`config.mk`:
```
export PLATFORM = sky130hd
export DESIGN_NAME = bridge_rst_seq
export DESIGN_NICKNAME = d
export VERILOG_FILES = /design/src/rtl/bridge_rst_pkg.sv /design/src/rtl/brs_sync.sv /design/src/rtl/brs_por_ctrl.sv /design/src/rtl/brs_train_timer.sv /design/src/rtl/bridge_rst_seq.sv
export SDC_FILE = /design/constraint.sdc
export NUM_CORES = 1
export LEC_CHECK = 0
export BUFFER_PORTS_ARGS = -buffer_cell sky130_fd_sc_hd__clkbuf_2
export CAP_MARGIN = 25
export CORE_MARGIN = 5
export CORE_UTILIZATION = 41
export CTS_CLUSTER_SIZE = 24
export DETAILED_ROUTE_END_ITERATION = 16
export HOLD_SLACK_MARGIN = 0.12
export SYNTH_ARGS = -nofsm -noshare
export SYNTH_HDL_FRONTEND = slang
export SYNTH_HIERARCHICAL = 1
export SYNTH_SLANG_ARGS = --single-unit
export TNS_END_PERCENT = 50
```
`constraint.sdc`:
```
create_clock -name clk -period 1.81 [get_ports clk]
set_clock_uncertainty 0.2 [all_clocks]
set_input_delay 0.181 -clock clk [delete_from_list [all_inputs] [get_ports clk]]
set_output_delay 0.181 -clock clk [all_outputs]
set_load 0.05 [all_outputs]
```
`src/rtl/bridge_rst_pkg.sv`:
```
package bridge_rst_pkg;

  typedef enum logic [1:0] {
    PWR_WAIT_CLK = 2'd0,
    PWR_COUNT    = 2'd1,
    PWR_DONE     = 2'd2
  } pwr_state_e;

  // Width needed to hold values 0..n
  function automatic int cnt_width(input int n);
    return (n < 2) ? 1 : $clog2(n + 1);
  endfunction

endpackage

```
`src/rtl/brs_sync.sv`:
```
// Reset synchronizer: asserts asynchronously, releases after STAGES clock edges.
module brs_sync #(
  parameter int STAGES = 2
) (
  input  logic clk,
  input  logic arst_n,
  output logic rel_o
);

  logic [STAGES-1:0] sh_q;
  logic [STAGES-1:0] sh_d;

  always_comb begin
    sh_d = {sh_q[STAGES-2:0], 1'b1};
  end

  always_ff @(posedge clk or negedge arst_n) begin
    if (!arst_n) begin
      sh_q <= '0;
    end else begin
      sh_q <= sh_d;
    end
  end

  assign rel_o = sh_q[STAGES-1];

endmodule

```
`src/rtl/brs_por_ctrl.sv`:
```
// Power-on release: wait for reference clock activity, then count WAIT_CYC cycles.
module brs_por_ctrl
  import bridge_rst_pkg::*;
#(
  parameter int WAIT_CYC = 2500
) (
  input  logic clk,
  input  logic rst_n,
  input  logic refclk_ok,
  output logic done_o
);

  localparam int CW = cnt_width(WAIT_CYC);
  localparam logic [CW-1:0] LAST = CW'(WAIT_CYC - 1);

  pwr_state_e state_q, state_d;
  logic [CW-1:0] cnt_q, cnt_d;

  always_comb begin
    state_d = state_q;
    cnt_d   = cnt_q;
    case (state_q)
      PWR_WAIT_CLK: begin
        if (refclk_ok) begin
          state_d = PWR_COUNT;
          cnt_d   = '0;
        end
      end
      PWR_COUNT: begin
        if (!refclk_ok) begin
          state_d = PWR_WAIT_CLK;
          cnt_d   = '0;
        end else if (cnt_q == LAST) begin
          state_d = PWR_DONE;
        end else begin
          cnt_d = cnt_q + 1'b1;
        end
      end
      PWR_DONE: state_d = PWR_DONE;
      default: begin
        state_d = PWR_WAIT_CLK;
        cnt_d   = '0;
      end
    endcase
  end

  always_ff @(posedge clk or negedge rst_n) begin
    if (!rst_n) begin
      state_q <= PWR_WAIT_CLK;
      cnt_q   <= '0;
    end else begin
      state_q <= state_d;
      cnt_q   <= cnt_d;
    end
  end

  assign done_o = (state_q == PWR_DONE);

  AST_POR_NEEDS_REFCLK: assert property (@(posedge clk) disable iff (!rst_n)
    $rose(done_o) |-> $past(refclk_ok));

  AST_POR_DONE_HOLDS: assert property (@(posedge clk) disable iff (!rst_n)
    done_o |=> done_o);

  AST_POR_RESTART: assert property (@(posedge clk) disable iff (!rst_n)
    (!refclk_ok && !done_o) |=> !done_o);

endmodule

```
`src/rtl/brs_train_timer.sv`:
```
// Counts LIMIT cycles of an uninterrupted run level, then raises en_o.
module brs_train_timer
  import bridge_rst_pkg::*;
#(
  parameter int LIMIT = 20000
) (
  input  logic clk,
  input  logic rst_n,
  input  logic run_i,
  output logic en_o
);

  localparam int CW = cnt_width(LIMIT);
  localparam logic [CW-1:0] LAST = CW'(LIMIT - 1);

  logic [CW-1:0] cnt_q, cnt_d;
  logic          en_q, en_d;
  logic          upd;

  assign upd = !run_i || !en_q;

  always_comb begin
    cnt_d = cnt_q;
    en_d  = en_q;
    if (!run_i) begin
      cnt_d = '0;
      en_d  = 1'b0;
    end else if (cnt_q == LAST) begin
      en_d = 1'b1;
    end else begin
      cnt_d = cnt_q + 1'b1;
    end
  end

  always_ff @(posedge clk or negedge rst_n) begin
    if (!rst_n) begin
      cnt_q <= '0;
      en_q  <= 1'b0;
    end else if (upd) begin
      cnt_q <= cnt_d;
      en_q  <= en_d;
    end
  end

  assign en_o = en_q;

  AST_TRAIN_HOLD: assert property (@(posedge clk) disable iff (!rst_n)
    (en_o && run_i) |=> en_o);

  AST_TRAIN_DROP: assert property (@(posedge clk) disable iff (!rst_n)
    !run_i |=> !en_o);

endmodule

```
`src/rtl/bridge_rst_seq.sv`:
```
module bridge_rst_seq
  import bridge_rst_pkg::*;
#(
  parameter int CLK_KHZ       = 250000,
  parameter int POR_WAIT_US   = 10,
  parameter int TRAIN_WAIT_US = 80000,
  parameter int SYNC_STAGES   = 2
) (
  input  logic clk,
  input  logic supply_ok,
  input  logic refclk_active,
  input  logic gbl_rst_n,
  input  logic lnk_rst_n,
  input  logic hot_rst,
  input  logic sec_rst_bit,
  input  logic eeprom_present,
  output logic full_rst_n,
  output logic nonsticky_rst_n,
  output logic volatile_rst_n,
  output logic sec_bus_rst_n,
  output logic strap_latch,
  output logic eeprom_start,
  output logic train_en
);

  localparam int CYC_PER_US = CLK_KHZ / 1000;
  localparam int POR_CYC    = CYC_PER_US * POR_WAIT_US;
  localparam int TRAIN_CYC  = CYC_PER_US * TRAIN_WAIT_US;

  logic pwr_rel, gbl_rel, lnk_rel, por_done;
  logic hot_q, hot_d;
  logic ns_prev_q, ns_prev_d;

  brs_sync #(.STAGES(SYNC_STAGES)) u_sync_pwr (
    .clk(clk), .arst_n(supply_ok), .rel_o(pwr_rel));
  brs_sync #(.STAGES(SYNC_STAGES)) u_sync_gbl (
    .clk(clk), .arst_n(gbl_rst_n), .rel_o(gbl_rel));
  brs_sync #(.STAGES(SYNC_STAGES)) u_sync_lnk (
    .clk(clk), .arst_n(lnk_rst_n), .rel_o(lnk_rel));

  brs_por_ctrl #(.WAIT_CYC(POR_CYC)) u_por (
    .clk(clk), .rst_n(pwr_rel), .refclk_ok(refclk_active), .done_o(por_done));

  // Tiered reset levels: each shallower level includes the deeper ones
  assign full_rst_n      = por_done && gbl_rel;
  assign nonsticky_rst_n = full_rst_n && lnk_rel;
  assign volatile_rst_n  = nonsticky_rst_n && !hot_q;
  assign sec_bus_rst_n   = volatile_rst_n && !sec_rst_bit;

  always_comb begin
    hot_d     = hot_rst;
    ns_prev_d = nonsticky_rst_n;
  end

  always_ff @(posedge clk or negedge pwr_rel) begin
    if (!pwr_rel) begin
      hot_q     <= 1'b0;
      ns_prev_q <= 1'b0;
    end else begin
      hot_q     <= hot_d;
      ns_prev_q <= ns_prev_d;
    end
  end

  assign strap_latch  = nonsticky_rst_n && !ns_prev_q;
  assign eeprom_start = strap_latch && eeprom_present;

  brs_train_timer #(.LIMIT(TRAIN_CYC)) u_train (
    .clk(clk), .rst_n(pwr_rel), .run_i(nonsticky_rst_n), .en_o(train_en));

  AST_TIER_NEST: assert property (@(posedge clk) disable iff (!supply_ok)
    (!full_rst_n |-> !nonsticky_rst_n) and (!nonsticky_rst_n |-> !volatile_rst_n)
    and (!volatile_rst_n |-> !sec_bus_rst_n));

  AST_GBL_FULL: assert property (@(posedge clk) disable iff (!supply_ok)
    !gbl_rst_n |-> !full_rst_n);

  AST_LNK_NONSTICKY: assert property (@(posedge clk) disable iff (!supply_ok)
    !lnk_rst_n |-> !nonsticky_rst_n);

  AST_HOT_VOLATILE: assert property (@(posedge clk) disable iff (!supply_ok)
    hot_rst |=> !volatile_rst_n);

  AST_STRAP_ONE: assert property (@(posedge clk) disable iff (!supply_ok)
    strap_latch |=> !strap_latch);

endmodule

```
Word-level counts from Yosys, hierarchy flattened
Cells that the tools add are included.
{"block": "op_classes", "order_cmp": 0, "n_reduce_logical": 17, "muxes": 12, "shift": 0, "multipliers": 0, "addsub": 2, "div": 0, "bitwise_logic": 1, "eq_ne": 9}
{"op": "$mux 25", "n": 2}
{"op": "$mux 12", "n": 3}
{"op": "$pmux 12 s3", "n": 1}
{"op": "$add 25x1->25 const B", "n": 1}
{"op": "$eq 25x25->1 const B", "n": 1}
{"op": "$add 12x1->12 const B", "n": 1}
{"op": "$eq 12x12->1 const B", "n": 1}
{"op": "$logic_and 1x1->1", "n": 6}
{"op": "$mux 2", "n": 3}
{"op": "$pmux 2 s3", "n": 1}
{"op": "$reduce_and 2->1", "n": 3}
{"op": "$logic_not 1->1", "n": 5}
{"op": "$ne 2x2->1 const B", "n": 2}
{"op": "$ne 3x2->1 const B", "n": 1}
{"op": "$ne 3x3->1 const B", "n": 1}
{"op": "$reduce_and 3->1", "n": 1}
{"op": "$eq 2x1->1 const B", "n": 1}
{"op": "$eq 2x2->1 const B", "n": 1}
{"op": "$logic_not 2->1", "n": 1}
{"op": "$mux 1", "n": 2}
{"op": "$ne 2x1->1 const B", "n": 1}
{"op": "$logic_or 1x1->1", "n": 1}
{"op": "$not 1->1", "n": 1}
{"block": "totals", "out_inout_bits": 7, "ram_bits": 0, "romBits": 0, "elab_cells": 50, "register_bits": 48, "n_memories": 0, "latch_bits": 0}

Logic depth before layout (Yosys ltp)
{"block": "logic_depth", "word_depth": 6, "ltp_mapped": 8, "depth_no_buf": 8}

By module
Netlist, hierarchy kept.
{"module": "brs_train_timer", "area_per_inst_um2": 1488.9, "seq_area_each_um2": 650.6, "cells_each": 157, "instances": 1}
{"module": "brs_por_ctrl", "area_per_inst_um2": 795.8, "seq_area_each_um2": 350.3, "cells_each": 82, "instances": 1}
{"module": "brs_sync", "area_per_inst_um2": 53.8, "seq_area_each_um2": 50.0, "cells_each": 3, "instances": 3}
{"module": "bridge_rst_seq", "area_per_inst_um2": 96.3, "seq_area_each_um2": 50.0, "cells_each": 9, "instances": 1}

Worst setup path before layout
OpenSTA, ideal clock, no wires.
{"block": "synth_path", "kind": "register -> register", "start": "register u_train.en_q (netlist: u_train/en_o)", "end": "register u_train.cnt_q[21]", "t_required_ns": 1.532, "arrival_time_ns": 2.202, "n_path_buf": 1, "setup_ns": 0.078, "stages_incl_launch_ff": 6, "synth_period_minus_slack_ns": 2.480, "path_slack_ns": -0.670, "path_cell_list": "dfrtp_1 > nand4b_4 > or4_4 > buf_6 > or4_1 > a21oi_1"}
{"block": "synth_between", "elab_chain_cells": 3}
{"item": "start, declared", "line": "brs_train_timer.sv:17", "rtl": "logic en_q, en_d;"}
{"item": "start signal, assigned", "line": "brs_train_timer.sv:41", "rtl": "en_q <= en_d;"}
{"item": "$logic_not 1->1", "line": "brs_train_timer.sv:20", "rtl": "assign upd = !run_i || !en_q;"}
{"item": "$logic_or 1x1->1", "line": "brs_train_timer.sv:20"}
{"item": "$reduce_and 2->1 (no source line)"}
{"item": "end signal, assigned", "line": "brs_train_timer.sv:40", "rtl": "cnt_q <= cnt_d;"}
{"item": "end, declared", "line": "brs_train_timer.sv:16", "rtl": "logic [CW-1:0] cnt_q, cnt_d;"}
No other way between the ends.
A chain may end at the register's enable or synchronous reset.

Worst setup path after layout
{"block": "layout_path", "start": "register u_train.cnt_q[2]", "end": "register u_train.cnt_q[23]"}
{"block": "layout_between", "elab_chain_cells": 3, "elab_cells_between_ends": 6}
{"item": "$add 25x1->25 or $eq 25x25->1 (tied branches)", "line": "brs_train_timer.sv:31, brs_train_timer.sv:28"}
{"item": "$mux 25 or $ne 2x2->1 (tied branches)"}
{"item": "$mux 25 or $reduce_and 2->1 (tied branches)"}
Several ways; a longest one is shown, not always the timed one. The select of a mux whose other input is x is not followed.

==> summary.txt <==
Floorplan
  • Die height: between 80 and 90 um
  • Cell Rows: 28
  • Initial Util: 42.4%
  • Width of the die: 88.7 um
  • Core ar.: 5990 um2
  • # IOs: 15
  • Die area: 7880 um2

Routing
  • 1st-pass router iterations: 4
  • Number of antenna-violating nets in the routed design: 0
  • Final wirelength: 6310 um
  • WL/cell: 15.2 um
  • DR vias: 2360
  • DR vias/cell: 5.67
  • DRT iter0 DRCs: 145
  • Drt drc: 0

Timing
  • RSZ-0062 raised after global routing: true
  • Fin crit period: roughly 2.0 ns
  • Fin crit share: 113%
  • Final Hold Vio Count: 0
  • PnR worst setup slack: -0.234 ns
  • FMAX: 489 MHz
  • Max-slew violation count: 0
  • Setup violators final: 22
  • Hold slack: 0.157 ns

Synth
  • Register area share after synthesis: 47.2%
  • Post-synth top area cell: dfrtp_1
  • Post-synthesis cell area: roughly 2500 um2
  • EDFF count, synth: 0
  • Asr flop ratio synth: 100%
  • Main area contributors after synthesis: dfrtp_1, a21oi_1, nand2_1, o31ai_1, nand3_1
  • Syn nets: 267
  • Synth cell types: 60
  • Yosys warning count: 6
  • Area share of the largest cell type after synthesis: 47.2%
  • Mean Syn Cell Area: 9.89 um2
  • Most frequent cells after synthesis: dfrtp_1, nand2_1, a21oi_1
  • Post-synthesis instance total: between 200 and 300
  • Top-count cell post-synth: dfrtp_1
  • FF+latch count, synth: between 40 and 50
  • Most used flip-flop cell after synthesis: dfrtp_1

Setup path
  • CP cell instances: buf_4, nand4b_4, or4_4, or4_4, a21oi_2
  • Reg-to-reg slack, setup: -0.23 ns
  • Worst R2R End: u_train/cnt_q[23]
  • CP Launch Type: flip-flop
  • Worst r2r path cells: 5
  • CP required: between 1.5 and 2 ns
  • Endpoint class of the critical path: flip-flop
  • R2r startpoint: u_train/cnt_q[2]
  • Slowest CP cell: or4_4
  • Largest delay contributor family on the critical path: simple AND/OR/NAND/NOR gates
  • CP bufs+invs: 1
  • Critical path class: reg2reg
  • Most Frequent Cell on Critical Path: or4_4
  • Critical Path AT: 2.07 ns
  • Cell depth of the worst setup path: 5
  • CP Max Fanout: 7
  • CP peak stage delay: 0.60 ns

Global route
  • First-pass GRT wire length: 10800 um
  • Largest net degree at the start of global routing: 33
  • GRT Util Overall: 17.4%
  • Initial antenna violation count: 0
  • Vias in the first global route: 2294
  • Remaining Overflow, GRT: 0

Place
  • GPL Wtd Cong: 0.880
  • Port bufs: 14
  • Dpl cells: 384
  • Place WS: -0.298 ns
  • DP HPWL: 4190 um

Power and ir drop
  • Power per cell area: 542 nW/um2
  • Leak pwr: 1.56 nW
  • Final Power: 1.99 mW
  • Peak supply drop: approximately 0.54 mV

Clock network
  • CTS tree: done
  • Clk root buf: clkbuf_8
  • Clock Tree Buf Depth: 2
  • Clock Latency Late Sink: approximately 0.3 ns
  • CTS clk-pin slew, worst paths: 0.10 ns
  • CTS sink cnt: 48
  • Htree depth: 2
  • Num CTS Buffers: 5

Cells and area
  • Antenna Cells: 0
  • Share of layout cells above drive strength 1: 41.6%
  • Util after Layout: approximately 61%
  • Final cell count without fillers: 416
  • Fill count: 485
  • Area delta synth->final: 44.0%
  • Final net count: 350

Outcome
  • Failing checks: setup timing
  • Status: finished with violations

Min path
  • Worst Hold Class: reg2reg
  • Min-delay src: u_sync_pwr/sh_q[0]
  • WHS Path Cells: 0
  • Hold EP: u_sync_pwr/sh_q[1]

Run
  • Max cap viols: 0
cells by family (layout without fill, tap and decap cells):
logic type                 count (synthesis)  in the layout  share of synthesized area, %
other                                      3              3                         0.443
xor gates and xnor gates                   5              5                          1.72
DFF                                       48             48                          47.2
and+or+nand+nor                          112            113                          27.4
muxes                                      2              2                         0.837
adders and majority gates                  2              2                         0.984
AOI/OAI and AO/OA                         69             69                          18.6
buffers and inverters                     16             99                          2.85
layer usage:
layer	share of wire [%]	wire length (um)	global-route usage, %
met4	0.46	29	3.30
met1	49	3120	24.3
met2	47	2980	28.3
met3	3.0	188	3.35
met5	0	0	0
power breakdown:
part,switching [mW],internal (mW)
sequential,0.00940,1.08
combinational,0.0527,0.0443
clock,0.378,0.417
through the flow:
stage / TNS, ns / instance area [um2]
final: -2.96 / 3660
after global routing: -5.10 / 3660
after CTS: -2.45 / 3500
after detailed placement: -3.44 / 3090
after global placement: -2.87 / 3090
after floorplan: -5.48 / 2620
cell type report:
type	instances	area (um2)	share of cell area, %
flip-flops and latches	48	1200	32.9
well taps	75	93.8	2.56
clock buffers	5	68.8	1.88
clock inverters	3	46.3	1.26
inverters	6	30.0	0.820
multi-input cells	194	1520	41.5
repair buffers	85	701	19.1
worst reg2reg max path, cell delays in order, from the launching register on:
cell and delay [ns]:
dfrtp_1 0.36, buf_4 0.14, nand4b_4 0.10, or4_4 0.60
or4_4 0.44, a21oi_2 0.14
state kept, by name, summed over array words and instances, names as in the netlist:
name / cells
u_sync_lnk/sh_q: 2
ns_prev_q: 1
u_train/en_o: 1
u_por/state_q: 2
u_train/cnt_q: 25
u_sync_pwr/sh_q: 2
u_por/cnt_q: 12
u_sync_gbl/sh_q: 2
hot_q: 1
worst max path at each step:
stage / from / to
after global placement: u_train/cnt_q[0] / u_train/cnt_q[18]
after floorplan: u_train/en_o / u_train/cnt_q[20]
after CTS: u_train/cnt_q[5] / u_train/cnt_q[23]
after detailed placement: u_train/cnt_q[0] / u_train/cnt_q[18]
final: u_train/cnt_q[2] / u_train/cnt_q[23]
after global routing: u_train/cnt_q[1] / u_train/cnt_q[23]
timing repair:
action                                  4_1_cts  5_1_grt
hold buffers                                 10        0
pin swaps                                    15        5
endpoints found under the setup margin       33       36
endpoints found under the hold margin        18        0
buffers inserted                              8        5
cloned                                        1        0
resized for setup                            27       36
layout by cell type (no fill, tap or decap), types with 5 or more instances in the layout:
| master | instances |
|---|---|
| a21oi_2 | 7 |
| nand2_1 | 23 |
| o31a_1 | 5 |
| nand3_1 | 10 |
| clkbuf_8 | 6 |
| or4_4 | 6 |
| o21ai_0 | 9 |
| buf_4 | 55 |
| a21oi_1 | 12 |
| buf_6 | 7 |
| dfrtp_1 | 46 |
| nor2_1 | 10 |
| clkbuf_2 | 8 |
| and3_1 | 6 |
| xnor2_1 | 5 |
| o31ai_1 | 6 |
| nand4_1 | 6 |
| dlygate4sd3_1 | 10 |
Note: power is estimated with default switching activity, not from simulation.
